<file path="config.mk">
export PLATFORM = sky130hd
export DESIGN_NAME = key_unlock_ctrl
export DESIGN_NICKNAME = d
export VERILOG_FILES = /design/src/rtl/key_unlock_pkg.sv /design/src/rtl/key_bus_decode.sv /design/src/rtl/key_seq.sv /design/src/rtl/key_unlock_ctrl.sv
export SDC_FILE = /design/constraint.sdc
export NUM_CORES = 1
export LEC_CHECK = 0
export ABC_AREA = 1
export BUFFER_PORTS_ARGS = -buffer_cell sky130_fd_sc_hd__buf_2
export CAP_MARGIN = 40
export CORE_MARGIN = 1.5
export CORE_UTILIZATION = 35
export CTS_CLUSTER_SIZE = 24
export DETAILED_ROUTE_END_ITERATION = 8
export GPL_ROUTABILITY_DRIVEN = 0
export HOLD_SLACK_MARGIN = 0.15
export PLACE_DENSITY_LB_ADDON = 0.12
export RECOVER_POWER = 50
export SLEW_MARGIN = 20
export SYNTH_ARGS = -nofsm -noshare
export SYNTH_HDL_FRONTEND = slang
export SYNTH_HIERARCHICAL = 1
export SYNTH_SLANG_ARGS = --single-unit
</file>
<file path="constraint.sdc">
create_clock -name clk_i -period 2.75 [get_ports clk_i]
set_clock_uncertainty 0.15 [all_clocks]
set_input_delay 0.1375 -clock clk_i [delete_from_list [all_inputs] [get_ports clk_i]]
set_output_delay 0.1375 -clock clk_i [all_outputs]
set_load 0.005 [all_outputs]
</file>
<file path="src/rtl/key_unlock_pkg.sv">
package key_unlock_pkg;
  localparam int unsigned DATA_W   = 8;
  localparam int unsigned PROG_BIT = 1;
  localparam int unsigned DATA_BIT = 3;
  localparam int unsigned OPT_BIT  = 7;

  typedef enum logic [1:0] {
    KS_IDLE  = 2'd0,
    KS_HALF  = 2'd1,
    KS_OPEN  = 2'd2,
    KS_BLOCK = 2'd3
  } key_state_e;
endpackage

</file>
<file path="src/rtl/key_bus_decode.sv">
module key_bus_decode #(
  parameter int unsigned ADDR_W = 4,
  parameter logic [ADDR_W-1:0] CTRL_ADR = 1,
  parameter logic [ADDR_W-1:0] PKEY_ADR = 2,
  parameter logic [ADDR_W-1:0] DKEY_ADR = 3,
  parameter logic [ADDR_W-1:0] STAT_ADR = 4
) (
  input  logic              we_i,
  input  logic [ADDR_W-1:0] addr_i,
  output logic              ctrl_wr_o,
  output logic              pkey_wr_o,
  output logic              dkey_wr_o,
  output logic              stat_wr_o
);
  assign ctrl_wr_o = we_i && (addr_i == CTRL_ADR);
  assign pkey_wr_o = we_i && (addr_i == PKEY_ADR);
  assign dkey_wr_o = we_i && (addr_i == DKEY_ADR);
  assign stat_wr_o = we_i && (addr_i == STAT_ADR);
endmodule

</file>
<file path="src/rtl/key_seq.sv">
module key_seq
  import key_unlock_pkg::*;
#(
  parameter logic [DATA_W-1:0] FIRST_KEY  = 8'h56,
  parameter logic [DATA_W-1:0] SECOND_KEY = 8'hAE,
  parameter bit                STICKY     = 1'b1
) (
  input  logic              clk_i,
  input  logic              rst_ni,
  input  logic              key_wr_i,
  input  logic [DATA_W-1:0] key_i,
  input  logic              relock_i,
  output logic              open_o,
  output logic              blocked_o
);
  key_state_e state_q, state_d;
  key_state_e miss_state;

  // wrong key: lockout or restart, chosen per region
  if (STICKY) begin : g_sticky
    assign miss_state = KS_BLOCK;
  end else begin : g_retry
    assign miss_state = KS_IDLE;
  end

  always_comb begin
    state_d = state_q;
    unique case (state_q)
      KS_IDLE: if (key_wr_i) state_d = (key_i == FIRST_KEY) ? KS_HALF : miss_state;
      KS_HALF: if (key_wr_i) begin
        if (key_i == SECOND_KEY)                state_d = KS_OPEN;
        else if (!STICKY && key_i == FIRST_KEY) state_d = KS_HALF;
        else                                    state_d = miss_state;
      end
      KS_OPEN:  if (relock_i) state_d = KS_IDLE;
      KS_BLOCK: state_d = KS_BLOCK;
      default:  state_d = KS_IDLE;
    endcase
  end

  always_ff @(posedge clk_i or negedge rst_ni) begin
    if (!rst_ni) state_q <= KS_IDLE;
    else         state_q <= state_d;
  end

  assign open_o    = (state_q == KS_OPEN);
  assign blocked_o = (state_q == KS_BLOCK);
endmodule

</file>
<file path="src/rtl/key_unlock_ctrl.sv">
module key_unlock_ctrl
  import key_unlock_pkg::*;
#(
  parameter int unsigned ADDR_W = 4,
  parameter logic [ADDR_W-1:0] CTRL_ADR = 1,
  parameter logic [ADDR_W-1:0] PKEY_ADR = 2,
  parameter logic [ADDR_W-1:0] DKEY_ADR = 3,
  parameter logic [ADDR_W-1:0] STAT_ADR = 4
) (
  input  logic              clk_i,
  input  logic              rst_ni,
  input  logic              bus_we_i,
  input  logic [ADDR_W-1:0] bus_addr_i,
  input  logic [DATA_W-1:0] bus_wdata_i,
  output logic [DATA_W-1:0] bus_rdata_o,
  output logic              prog_we_o,
  output logic              data_we_o,
  output logic              opt_we_o
);
  logic ctrl_wr, pkey_wr, dkey_wr, stat_wr;
  logic prog_open, data_open, prog_blocked, data_blocked;
  logic opt_en_q;

  key_bus_decode #(
    .ADDR_W(ADDR_W), .CTRL_ADR(CTRL_ADR), .PKEY_ADR(PKEY_ADR),
    .DKEY_ADR(DKEY_ADR), .STAT_ADR(STAT_ADR)
  ) u_dec (
    .we_i(bus_we_i), .addr_i(bus_addr_i),
    .ctrl_wr_o(ctrl_wr), .pkey_wr_o(pkey_wr),
    .dkey_wr_o(dkey_wr), .stat_wr_o(stat_wr)
  );

  key_seq #(.FIRST_KEY(8'h56), .SECOND_KEY(8'hAE), .STICKY(1'b1)) u_prog (
    .clk_i, .rst_ni, .key_wr_i(pkey_wr), .key_i(bus_wdata_i),
    .relock_i(stat_wr && !bus_wdata_i[PROG_BIT]),
    .open_o(prog_open), .blocked_o(prog_blocked)
  );

  key_seq #(.FIRST_KEY(8'hAE), .SECOND_KEY(8'h56), .STICKY(1'b0)) u_data (
    .clk_i, .rst_ni, .key_wr_i(dkey_wr), .key_i(bus_wdata_i),
    .relock_i(stat_wr && !bus_wdata_i[DATA_BIT]),
    .open_o(data_open), .blocked_o(data_blocked)
  );

  always_ff @(posedge clk_i or negedge rst_ni) begin
    if (!rst_ni)      opt_en_q <= 1'b0;
    else if (ctrl_wr) opt_en_q <= bus_wdata_i[OPT_BIT];
  end

  always_comb begin
    bus_rdata_o = '0;
    if (bus_addr_i == STAT_ADR) begin
      bus_rdata_o[PROG_BIT] = prog_open;
      bus_rdata_o[DATA_BIT] = data_open;
    end else if (bus_addr_i == CTRL_ADR) begin
      bus_rdata_o[OPT_BIT] = opt_en_q;
    end
  end

  assign prog_we_o = prog_open;
  assign data_we_o = data_open && !data_blocked;
  assign opt_we_o  = data_open && opt_en_q;
endmodule

</file>
==> impl_metrics.tcl <==
set metrics [dict create \
    power_frac_comb_pct 23.4 \
    fillers 176 \
    die_h_um 42.66 \
    nNetsFinal 159 \
    yosysWarnings 6 \
    first_iter_violations 14 \
    p_seq_share_pct 37.1 \
    start_kind "input pin" \
    cp-end-kind "register" \
    required_ns 2.78 \
    p_total_uw 217.5 \
    grt_overflow 0 \
    clock_path_buffers 2 \
    avgSynthCellArea_sq_um 5.097 \
    leakage_uw 0.0004907 \
    io_pins 26 \
    critPathKind "in2reg" \
    clock-sinks 5 \
    layout.cells.most_common_list "34 x nand2_1, 29 x inv_1, 22 x nor2_1, 17 x buf_2, 12 x dlygate4sd3_1" \
    antenna_cells 0 \
    clk_pin_slew_ns 0.05 \
    crit_arrival_ns 2.26 \
    grt_pass1_vias 581 \
    hold_ws_ns 0.1617 \
    netlist_area_sq_um 550.5 \
    power.share.switching_pct 28.01 \
    slowest_delay_ns 0.55 \
    place_area_sq_um 648.1 \
    worstSkewPairLatency_ns 0.24 \
    finalSetupViolations 0 \
    grt_pass1_wl_um 2194 \
    rsz0062_at_grt "false" \
    ir_worst_vdd_v 0.0002825 \
    slew_violations 0 \
    antenna_found_initial 0 \
    fin_area_sq_um 793.3 \
    tns_ns 0 \
    cts_max_level 1 \
    finalCritPeriodShare_pct 80.91 \
    critPathMaxFanout 4 \
    syn-instance-count 108 \
    start_util_pct 36.97 \
    crit_slowest_cell "dlygate4sd3_1" \
    cts-root-buf "clkbuf_4" \
    min_path_type "in2reg" \
    rows 14 \
    wl_per_cell_um 8.006 \
    area_delta_synth_final_pct 44.09 \
    cts_resized 0 \
    dp_hpwl_um 971.5 \
    grt_usage_pct 15.81 \
    cts_tree "done" \
    intPower_uw 156.6 \
    fmax_ghz 0.4494 \
    drcViolationCount 0 \
    wirelength_um 1273 \
    powerDensity_nw_per_um2 274.2 \
    drt-pass1-iter-count 4 \
    core_area_sq_um 1489 \
    cpMostUsedCell "dlygate4sd3_1" \
    cts_made_buffers 3 \
    die_w_um 42.66 \
    die_area_sq_um 1820 \
    finalCriticalPeriod_ns 2.225 \
    via_per_inst 4.157 \
    grt_max_degree 6 \
    layout-drive-gt1-share_pct 16.78 \
    setup_slack_ns 0.5250 \
    maxCapViolCount 0 \
    via_count 661 \
    p_clk_share_pct 39.5 \
    pre_cts_ws_ns 1.575 \
    finalHoldViolCount 0 \
    postCtsSetupBuffers 0 \
    antenna_left 0 \
    p_sw_uw 60.93 \
    portBuffers 20 \
    final_common_cell "nand2_1" \
    status "finished clean" \
    cp_cell_sequence "dlygate4sd3_1 > buf_2 > inv_1 > nand2_1 > dlygate4sd3_1 > nor2_1 > nand3_1 > dlygate4sd3_1 > nand2_1" \
]
state kept, by name (all words and copies together) (netlist names):
| signal | count |
|---|---|
| u_data/state_q | 2 |
| u_prog/state_q | 2 |
| opt_en_q | 1 |
metal layers:
| layer | vias up | part of all wire (%) | GRT usage, % |
|---|---|---|---|
| met5 | - | 0 | 0 |
| met4 | 0 | 0.79 | 5.625 |
| met3 | 2 | 6.0 | 5.106 |
| met2 | 19 | 44 | 24.55 |
| met1 | 274 | 49 | 20.42 |
| li1 | 366 | - | - |
path summary, 6_finish.rpt:
kind	start	slack (ns)	cells past startpoint	end
worst max register to register	u_data/state_q[0]	1.27	3	u_data/state_q[1]
worst min-delay path	bus_wdata_i[2]	0.16	6	u_prog/state_q[1]
worst max-delay path	bus_wdata_i[4]	0.52	9	u_data/state_q[0]
worst min register to register	opt_en_q	0.43	2	opt_en_q
max in group asynchronous	rst_ni	1.61	3	u_prog/state_q[0]
min in group asynchronous	rst_ni	0.65	3	u_data/state_q[1]
cell type report:
class,instances,area [sq um],share of cell area (%)
timing repair buffer,32,219.0,27.60
tap,16,20.02,2.524
inverter,29,108.9,13.72
sequential,5,125.1,15.77
multi-input combinational,73,294.0,37.07
clock buffer,4,26.28,3.312
power groups by stage:
stage / sequential, uW / combinational [uW] / clock [uW]
final: 80.7 / 51.0 / 85.9
after global routing: 80.9 / 59.2 / 97.1
after CTS: 80.7 / 52.0 / 89.1
after detailed placement: 81.4 / 41.4 / 0
after global placement: 81.2 / 43.0 / 0
after floorplan: 80.6 / 25.9 / 0
critical path, delay by kind of cell:
family | cells | cell delay (ns)
buffers and inverters | 5 | 1.82
and+or+nand+nor | 4 | 0.30
timing repair:
| item | 4_1_cts | 5_1_grt |
|---|---|---|
| hold endpoints to repair | 10 | 0 |
| endpoints found under the setup margin | 0 | 1 |
| hold buffers | 13 | 0 |
through the flow:
step / std cells / utilization [%]
2_1_floorplan: 112 / -
3_3_place_gp: 143 / 43.53
3_5_place_dp: 143 / 43.53
4_1_cts: 160 / 54.03
5_1_grt: 159 / 53.28
6_report: 159 / 53.28
Note: power is estimated with default switching activity, not from simulation.
